`config.mk`:
```
export PLATFORM = sky130hd
export DESIGN_NAME = int_exec64
export DESIGN_NICKNAME = d
export VERILOG_FILES = /design/src/rtl/int_exec_pkg.sv /design/src/rtl/imm_extend.sv /design/src/rtl/add_ovf.sv /design/src/rtl/load_format.sv /design/src/rtl/int_exec64.sv
export SDC_FILE = /design/constraint.sdc
export NUM_CORES = 1
export LEC_CHECK = 0
export ABC_AREA = 1
export BUFFER_PORTS_ARGS = -buffer_cell sky130_fd_sc_hd__buf_2
export CORE_MARGIN = 2
export CORE_UTILIZATION = 44
export DETAILED_ROUTE_END_ITERATION = 10
export HOLD_SLACK_MARGIN = 0.02
export PLACE_DENSITY = 0.67
export SYNTH_ARGS = -nofsm -noshare
export SYNTH_HDL_FRONTEND = slang
export SYNTH_HIERARCHICAL = 1
export SYNTH_SLANG_ARGS = --single-unit
export TNS_END_PERCENT = 20
```
`constraint.sdc`:
```
create_clock -name clk -period 2.8 [get_ports clk]
set_clock_uncertainty 0.15 [all_clocks]
set_input_delay 0.84 -clock clk [delete_from_list [all_inputs] [get_ports clk]]
set_output_delay 0.84 -clock clk [all_outputs]
set_load 0.02 [all_outputs]
```
`src/rtl/int_exec_pkg.sv`:
```
// Package: opcode encoding and widths shared by the execute stage.
// Assumes: opcodes outside the enumerated set are treated as undefined.
package int_exec_pkg;
    localparam int OP_W = 3;

    typedef enum logic [OP_W-1:0] {
        OP_ADD_W  = 3'd0,
        OP_ADD_D  = 3'd1,
        OP_AND_I  = 3'd2,
        OP_LOAD_W = 3'd3,
        OP_LOAD_WU = 3'd4,
        OP_LOAD_D = 3'd5
    } exec_op_e;

    typedef enum logic [1:0] {
        LF_SWORD,
        LF_UWORD,
        LF_DWORD
    } load_fmt_e;
endpackage

```
`src/rtl/imm_extend.sv`:
```
// Module: produces sign- and zero-extended copies of a short immediate.
// Assumes: OUT_W > IMM_W.
module imm_extend #(
    parameter int IMM_W = 16,
    parameter int OUT_W = 64
) (
    input  logic [IMM_W-1:0] imm,
    output logic [OUT_W-1:0] imm_sx,
    output logic [OUT_W-1:0] imm_zx
);
    localparam int PAD_W = OUT_W - IMM_W;

    // Replicate the top bit, or pad with zeros.
    always_comb begin
        imm_sx = {{PAD_W{imm[IMM_W-1]}}, imm};
        imm_zx = {{PAD_W{1'b0}}, imm};
    end
endmodule

```
`src/rtl/add_ovf.sv`:
```
// Module: W-bit adder flagging signed overflow as carry into MSB != carry out.
// Assumes: W >= 2; operands are two's complement.
module add_ovf #(
    parameter int W = 32
) (
    input  logic [W-1:0] a,
    input  logic [W-1:0] b,
    output logic [W-1:0] sum,
    output logic         ovf
);
    logic [W:0]   full_sum;
    logic [W-1:0] low_sum;

    // Full sum gives carry out of MSB; partial sum gives carry into MSB.
    always_comb begin
        full_sum = {1'b0, a} + {1'b0, b};
        low_sum  = {1'b0, a[W-2:0]} + {1'b0, b[W-2:0]};
        sum      = full_sum[W-1:0];
        ovf      = full_sum[W] ^ low_sum[W-1];
    end
endmodule

```
`src/rtl/load_format.sv`:
```
// Module: formats memory return data for word-signed, word-unsigned and
// double-word loads.
// Assumes: XLEN > WLEN; the low WLEN bits hold the fetched word.
module load_format
    import int_exec_pkg::*;
#(
    parameter int XLEN = 64,
    parameter int WLEN = 32
) (
    input  logic [XLEN-1:0] data,
    input  load_fmt_e       fmt,
    output logic [XLEN-1:0] formatted
);
    localparam int HI_W = XLEN - WLEN;

    logic [WLEN-1:0] word;

    // Pick the extension for the selected load width.
    always_comb begin
        word = data[WLEN-1:0];
        unique case (fmt)
            LF_SWORD: formatted = {{HI_W{word[WLEN-1]}}, word};
            LF_UWORD: formatted = {{HI_W{1'b0}}, word};
            default:  formatted = data;
        endcase
    end
endmodule

```
`src/rtl/int_exec64.sv`:
```
// Module: registered integer execute stage. Word operations keep 32-bit
// results bit-exact and extend them to 64 bits; double-word operations
// use the full width. Overflow suppresses the result-valid flag.
// Assumes: the inputs are steady around the rising clock edge.
module int_exec64
    import int_exec_pkg::*;
#(
    parameter int XLEN  = 64,
    parameter int WLEN  = 32,
    parameter int IMM_W = 16
) (
    input  logic             clk,
    input  logic             rst_n,
    input  logic             in_valid,
    input  logic [OP_W-1:0]  in_op,
    input  logic [XLEN-1:0]  op_a,
    input  logic [XLEN-1:0]  op_b,
    input  logic [IMM_W-1:0] imm,
    output logic             out_valid,
    output logic [XLEN-1:0]  out_result,
    output logic             out_ovf
);
    localparam int HI_W = XLEN - WLEN;

    logic [XLEN-1:0] imm_sx, imm_zx;
    logic [WLEN-1:0] sum_w;
    logic [XLEN-1:0] sum_d;
    logic            ovf_w, ovf_d;
    logic [XLEN-1:0] load_res;
    load_fmt_e       lfmt;
    logic [XLEN-1:0] nxt_res;
    logic            nxt_ovf, nxt_def;

    imm_extend #(.IMM_W(IMM_W), .OUT_W(XLEN)) u_imm (
        .imm(imm), .imm_sx(imm_sx), .imm_zx(imm_zx)
    );

    add_ovf #(.W(WLEN)) u_add_w (
        .a(op_a[WLEN-1:0]), .b(imm_sx[WLEN-1:0]), .sum(sum_w), .ovf(ovf_w)
    );

    add_ovf #(.W(XLEN)) u_add_d (
        .a(op_a), .b(imm_sx), .sum(sum_d), .ovf(ovf_d)
    );

    load_format #(.XLEN(XLEN), .WLEN(WLEN)) u_load (
        .data(op_b), .fmt(lfmt), .formatted(load_res)
    );

    // Map a load opcode onto a format selector.
    always_comb begin
        unique case (in_op)
            OP_LOAD_W:  lfmt = LF_SWORD;
            OP_LOAD_WU: lfmt = LF_UWORD;
            default:    lfmt = LF_DWORD;
        endcase
    end

    // Select the next result, overflow and defined-opcode flags.
    always_comb begin
        nxt_res = load_res;
        nxt_ovf = 1'b0;
        nxt_def = 1'b1;
        case (in_op)
            OP_ADD_W: begin
                nxt_res = {{HI_W{sum_w[WLEN-1]}}, sum_w};
                nxt_ovf = ovf_w;
            end
            OP_ADD_D: begin
                nxt_res = sum_d;
                nxt_ovf = ovf_d;
            end
            OP_AND_I:   nxt_res = op_a & imm_zx;
            OP_LOAD_W,
            OP_LOAD_WU,
            OP_LOAD_D:  nxt_res = load_res;
            default:    nxt_def = 1'b0;
        endcase
    end

    // Output register: capture on a valid defined operation, else idle flags.
    always_ff @(posedge clk) begin
        if (!rst_n) begin
            out_valid  <= 1'b0;
            out_ovf    <= 1'b0;
            out_result <= '0;
        end else if (in_valid && nxt_def) begin
            out_valid  <= ~nxt_ovf;
            out_ovf    <= nxt_ovf;
            out_result <= nxt_res;
        end else begin
            out_valid  <= 1'b0;
            out_ovf    <= 1'b0;
        end
    end

    // Idle input cycle gives quiet outputs next cycle.
    p_idle_quiet_r1: assert property (@(posedge clk) disable iff (!rst_n)
        !in_valid |=> (!out_valid && !out_ovf));

    // An overflow never comes with a writeback.
    p_no_valid_on_ovf_r3: assert property (@(posedge clk) disable iff (!rst_n)
        out_ovf |-> !out_valid);

    // Word add result is a sign-extended 32-bit value.
    p_word_ext_r2: assert property (@(posedge clk) disable iff (!rst_n)
        (in_valid && in_op == OP_ADD_W) |=>
            (out_result[XLEN-1:WLEN] == {HI_W{out_result[WLEN-1]}}));

    // Word add overflow matches the sign rule on the low words.
    p_word_ovf_sign_r3: assert property (@(posedge clk) disable iff (!rst_n)
        (in_valid && in_op == OP_ADD_W) |=>
            (out_ovf == (($past(op_a[WLEN-1]) == $past(imm[IMM_W-1])) &&
                         (out_result[WLEN-1] != $past(op_a[WLEN-1])))));

    // Double-word add overflow matches the sign rule on full operands.
    p_dword_ovf_sign_r5: assert property (@(posedge clk) disable iff (!rst_n)
        (in_valid && in_op == OP_ADD_D) |=>
            (out_ovf == (($past(op_a[XLEN-1]) == $past(imm[IMM_W-1])) &&
                         (out_result[XLEN-1] != $past(op_a[XLEN-1])))));

    // Loads are always written back.
    p_load_valid_r7: assert property (@(posedge clk) disable iff (!rst_n)
        (in_valid && (in_op == OP_LOAD_W || in_op == OP_LOAD_WU ||
                      in_op == OP_LOAD_D)) |=> (out_valid && !out_ovf));

    // Undefined opcodes stay silent.
    p_undef_silent_r10: assert property (@(posedge clk) disable iff (!rst_n)
        (in_valid && in_op > OP_LOAD_D) |=> (!out_valid && !out_ovf));

    // Overflow only follows an add opcode.
    p_ovf_only_add_r12: assert property (@(posedge clk) disable iff (!rst_n)
        out_ovf |-> ($past(in_op) == OP_ADD_W || $past(in_op) == OP_ADD_D));
endmodule

```
[Word-level counts from Yosys, hierarchy flattened]
Index checks and enable logic that the tools add are counted.
Word-level totals
  word-level logic and storage cells: 27
  output and inout port bits: 66
  bits in registers: 66
  bits of input ports: 150
Operators by class
  eq/ne operators: 6
  multiplexer cells: 5
  bitwise operators: 4
  add/subtract/negate cells: 4
  reduce and logical (&&, ||, !) cells: 5
Operators with widths (number)
  one-hot mux 64 bit (3 select lines): 1
  one-hot mux 64 bit (2 select lines): 1
  adder 64 x 64 -> 65 bit: 1
  adder 63 x 63 -> 64 bit: 1
  bitwise AND 64 x 16 -> 64 bit: 1
  adder 32 x 32 -> 33 bit: 1
  adder 31 x 31 -> 32 bit: 1
  == test 3 x 2 -> 1 bit, second input constant: 2
  == test 3 bit, second input constant: 2
  OR reduction 6 bit: 1
  one-hot mux 2 bit (2 select lines): 1
  == test 3 x 1 -> 1 bit, second input constant: 1
  logical NOT 3 bit: 1
  == test 2 x 1 -> 1 bit, second input constant: 1
  logical NOT 2 bit: 1
  one-hot mux 1 bit (2 select lines): 1
  AND reduction 2 bit: 1
  XOR 1 bit: 2
  logical AND 1 bit: 1
  two-way mux 1 bit: 1
  inverter 1 bit: 1

[Longest topological paths before layout]
  depth after elaboration: 5
  gate-level depth with buffers: 21
  gate-level depth less buffers: 20

[Hierarchy]
Netlist, hierarchy kept.
By module, submodules not included
  add_ovf at u_add_d: instances 1, sequential area each 0.0 um^2, cells an instance 1204, area each 5726.7 um^2
  int_exec64: instances 1, sequential area each 1321.3 um^2, cells an instance 821, area each 4566.9 um^2
  add_ovf at u_add_w: instances 1, sequential area each 0.0 um^2, cells an instance 480, area each 2413.6 um^2
  imm_extend: instances 1, sequential area each 0.0 um^2, cells an instance 129, area each 964.7 um^2
  load_format: instances 1, sequential area each 0.0 um^2, cells an instance 105, area each 575.6 um^2

[Least setup slack after synthesis]
Ideal clock, no wire load.
  path type: input port to flip-flop
  from: in imm[0]
  to: reg out_result[62]
  buffers on the path: 1
  setup time: 0.132 ns
  stages on the path: 20
  required time: 2.518 ns
  arrival time: 2.691 ns
  path slack: -0.173 ns
  cell sequence: buf_4 > ha_1 > inv_1 > fa_1 > inv_1 > nand3_1 > nand2_2 > nand2_1 > nand2_1 > nand2_1 > nand2_1 > nand2_1 > nand2_2 > nand2_1 > nand3_1 > nand2_1 > nand3_1 > nand2_1 > o21ai_0 > a21oi_1
On the way
  word-level cells in the longest chain between the ends: 2
  elaborated cells between the ends (all ways): 3
RTL lines
  from (decl): RTL line int_exec64.sv:18  | input logic [IMM_W-1:0] imm,
  adder 64 x 64 -> 65 bit: RTL line add_ovf.sv:16  | full_sum = {1'b0, a} + {1'b0, b};
  via sum_d[62]: RTL line int_exec64.sv:27  | logic [XLEN-1:0] sum_d;
  one-hot mux 64 bit (3 select lines): RTL line int_exec64.sv:64  | case (in_op)
  to (signal assigned): RTL line int_exec64.sv:90  | out_result <= nxt_res;
  to (decl): RTL line int_exec64.sv:20  | output logic [XLEN-1:0] out_result,
The timed path passes the listed nets, and every way through them passes these cells.
A chain may end at the register's enable or synchronous reset.

[Worst setup path in the final report]
  from: in imm[15]
  to: reg out_result[28]
The elaborated chain is that of the path after synthesis.

==> metrics.txt <==
status=finished with violations; failing checks=setup timing; DR iter-0 viols=1,674; cell count of the worst reg-to-reg path=2; crit-path max FO=7; Worst setup SP type=input port; FF+latch count, synth=66; Crit Path Category=input port to flop; largest cells by area after synthesis=nand2_1 (26%), inv_1 (10%), dfxtp_1 (9.3%), buf_4 (8.6%), ha_1 (8.4%); fmax=325 MHz; sequential share of power=0.163; Design Area, Final=0.0201 mm^2; layout cells sized above 1=0.331; RSZ-0062 raised after global routing=yes; later-pin clock latency in the skew report=0.34 ns; syn_area_per_cell=5.20 um^2; Critical path buffers and inverters=5; Worst Path Required=2.93 ns; die width=184 um; total internal power=3.51 mW; Slew Limit Fails=0; I/O Pins=216; Fillers=3,180; Worst Slack Setup Final=-0.274 ns; commonest cells after routing, fill and taps aside=nand2_1 (882), inv_1 (382), buf_4 (373), nor2_1 (279), buf_2 (214); total grt overflow=0; Longest Clk Path Bufs=2; combinational fraction of design power=0.637; NetSw=2.85 mW; crit share post-route=1.10; Seq/Total Area, Yosys=0.0927; Worst-path clk slew=0.07 ns; Overall Global Routing Usage=0.352; nets@finish=3,438; First-pass DRT Iterations=6; RD Place Congestion=1.08; clock network power share=0.200; Antenna Nets Post-Route=0; cell taking the most area after synthesis=nand2_1; DRC viols=0; leak pwr=11.4 nW; sw frac=0.449; count of input and output buffers=215; Post-Synthesis Cells=2,739; commonest non-fill, non-tap cell in the layout=nand2_1; cells along the critical path=buf_12 -> buf_16 -> buf_6 -> ha_4 -> nand2_2 -> buf_6 -> nor2_4 -> nand2_2 -> nor4_2 -> nand2_1 -> nand2_2 -> buf_4 -> xor2_1 -> nand3_1 -> nand3_4 -> nand2_2 -> a21oi_2; TritonCTS clock tree=built; drt wl/cell=17.0 um; total power=6.36 mW; Placed Area=0.0175 mm^2; CP top delay family=simple AND/OR/NAND/NOR gates; Tmin final=3.07 ns; largest net degree at the start of global routing=68; total die area=0.0338 mm^2; DPL Wire Length=48,500 um; Hold WS=0.314 ns; Ys Warns=6; number of distinct library cells after synthesis=39; WP depth=17; TritonCTS buffer count=9; DRT Wirelength=61,000 um; # H-tree levels=3; worst hold stages=2; CTS root buf=clkbuf_16; Die Y=184 um; Final Hold Viols=0; Initial Util=0.449; first-pass GRT wire length=92,000 um; crit end category=flop; setup TNS=-9.10 ns; Most common cell on crit path=nand2_2; slowest stage delay, CP=0.27 ns; crit path DAT=3.20 ns; synthesized area=0.0142 mm^2; n_diodes=0; num rows=65; Slowest cell on crit path=ha_4; final setup fails=51; Syn-to-layout area delta=40.7%; post-DR vias/cell=5.14; Hold WC Path Type=flop to flop; vias in the first global route=16,875; CTS sink cnt=66; via count=18,474; Max Cap Viol=0; core area=0.0317 mm^2; initial antenna violation count=1; post-synth top area share=0.257; Max IR drop VDD=0.307 mV; Pwr Density=317 mW/mm^2
[through the flow]
step / setup WS [ns] / instances / utilization
global placement: -0.821 / 3554 / 0.553
floorplan: -0.00899 / 2786 / -
detailed placement: -0.844 / 3554 / 0.553
global route: -0.406 / 3597 / 0.632
finish: -0.274 / 3597 / 0.632
CTS: -0.266 / 3588 / 0.614
[state kept, by name (all words and copies together) (netlist names)]
register	flops
out_ovf	1
out_valid	1
out_result	64
[power groups by stage]
| stage | Combinational [mW] | Clock, mW | Sequential [mW] |
|---|---|---|---|
| final | 4.05 | 1.27 | 1.04 |
| after global routing | 4.38 | 1.32 | 1.04 |
| after CTS | 3.79 | 1.28 | 1.04 |
| after detailed placement | 3.42 | 0 | 1.06 |
| after global placement | 3.39 | 0 | 1.06 |
| after floorplan | 1.95 | 0 | 1.13 |
[Yosys cell counts]
cell type and instances:
nor3_1 15, nand3_1 232, o21bai_1 22, buf_6 4
a21oi_2 3, o21ai_0 35, and2_1 1, nand4_1 13
o21ai_1 12, o21a_1 3, ha_1 96, and2_4 2
nor3b_2 1, inv_2 15, a21oi_1 153, nand3_2 3
nor2_4 3, xnor2_1 4, nor2_2 20, nand3b_1 1
nand2_1 975, nand2_4 6, buf_2 37, clkinv_1 2
buf_1 13, fa_1 2, xor2_1 46, dfxtp_1 66
conb_1 1, o21ai_2 1, nand2_2 45, buf_4 164
nand3b_2 1, nor3_2 12, clkbuf_1 15, nor2_1 319
or2_1 3, nor4_1 3, inv_1 390
[cell type report]
cell class                      count  area, um^2  share of cell area
Sequential cell                    66        1320              0.0659
Timing Repair Buffer              626        4620               0.231
Multi-Input combinational cell   2080       11700               0.586
Tap cell                          402         503              0.0251
Clock inverter                      6        90.1             0.00449
Inverter                          407        1530              0.0763
Clock buffer                       10         239              0.0119
[kinds of logic (layout without fill, tap and decap cells)]
kind of cell / after synthesis / after routing / share of synthesized area
simple gates: 1655 / 1655 / 0.486
other cells: 1 / 48 / 0.000263
fa+ha+maj: 98 / 98 / 0.0871
buf+inv: 640 / 1049 / 0.217
compound gates: 229 / 229 / 0.0859
xor+xnor: 50 / 50 / 0.0307
flops: 66 / 66 / 0.0927
[what timing repair did]
action / in CTS / in global routing
endpoints found under the setup margin: 53 / 58
buffers inserted: 11 / 6
hold buffers: 0 / 0
pin swaps: 43 / 48
resized for setup: 272 / 127
gates cloned: 7 / 3
[per-layer routing]
metal	track usage	wire length [um]	up-vias
met4	0.0816	1470	2
met3	0.0563	6150	104
met2	0.536	25200	822
met5	0	13	-
li1	-	-	9131
met1	0.513	28100	8415
[tightest hold or removal path: stages (launching register included)]
cell and delay (ns):
dfxtp_1 0.31, nand2_1 0.06, a21oi_1 0.06
[path summary, 6_finish.rpt]
| check | startpoint | endpoint | slack [ns] |
|---|---|---|---|
| setup / recovery | imm[15] | out_result[28] | -0.27 |
| setup reg to reg | out_result[56] | out_result[56] | 1.99 |
| hold reg to reg | out_result[9] | out_result[9] | 0.31 |
| hold / removal | out_result[9] | out_result[9] | 0.31 |
No activity file was read; power rests on OpenSTA's default activity.
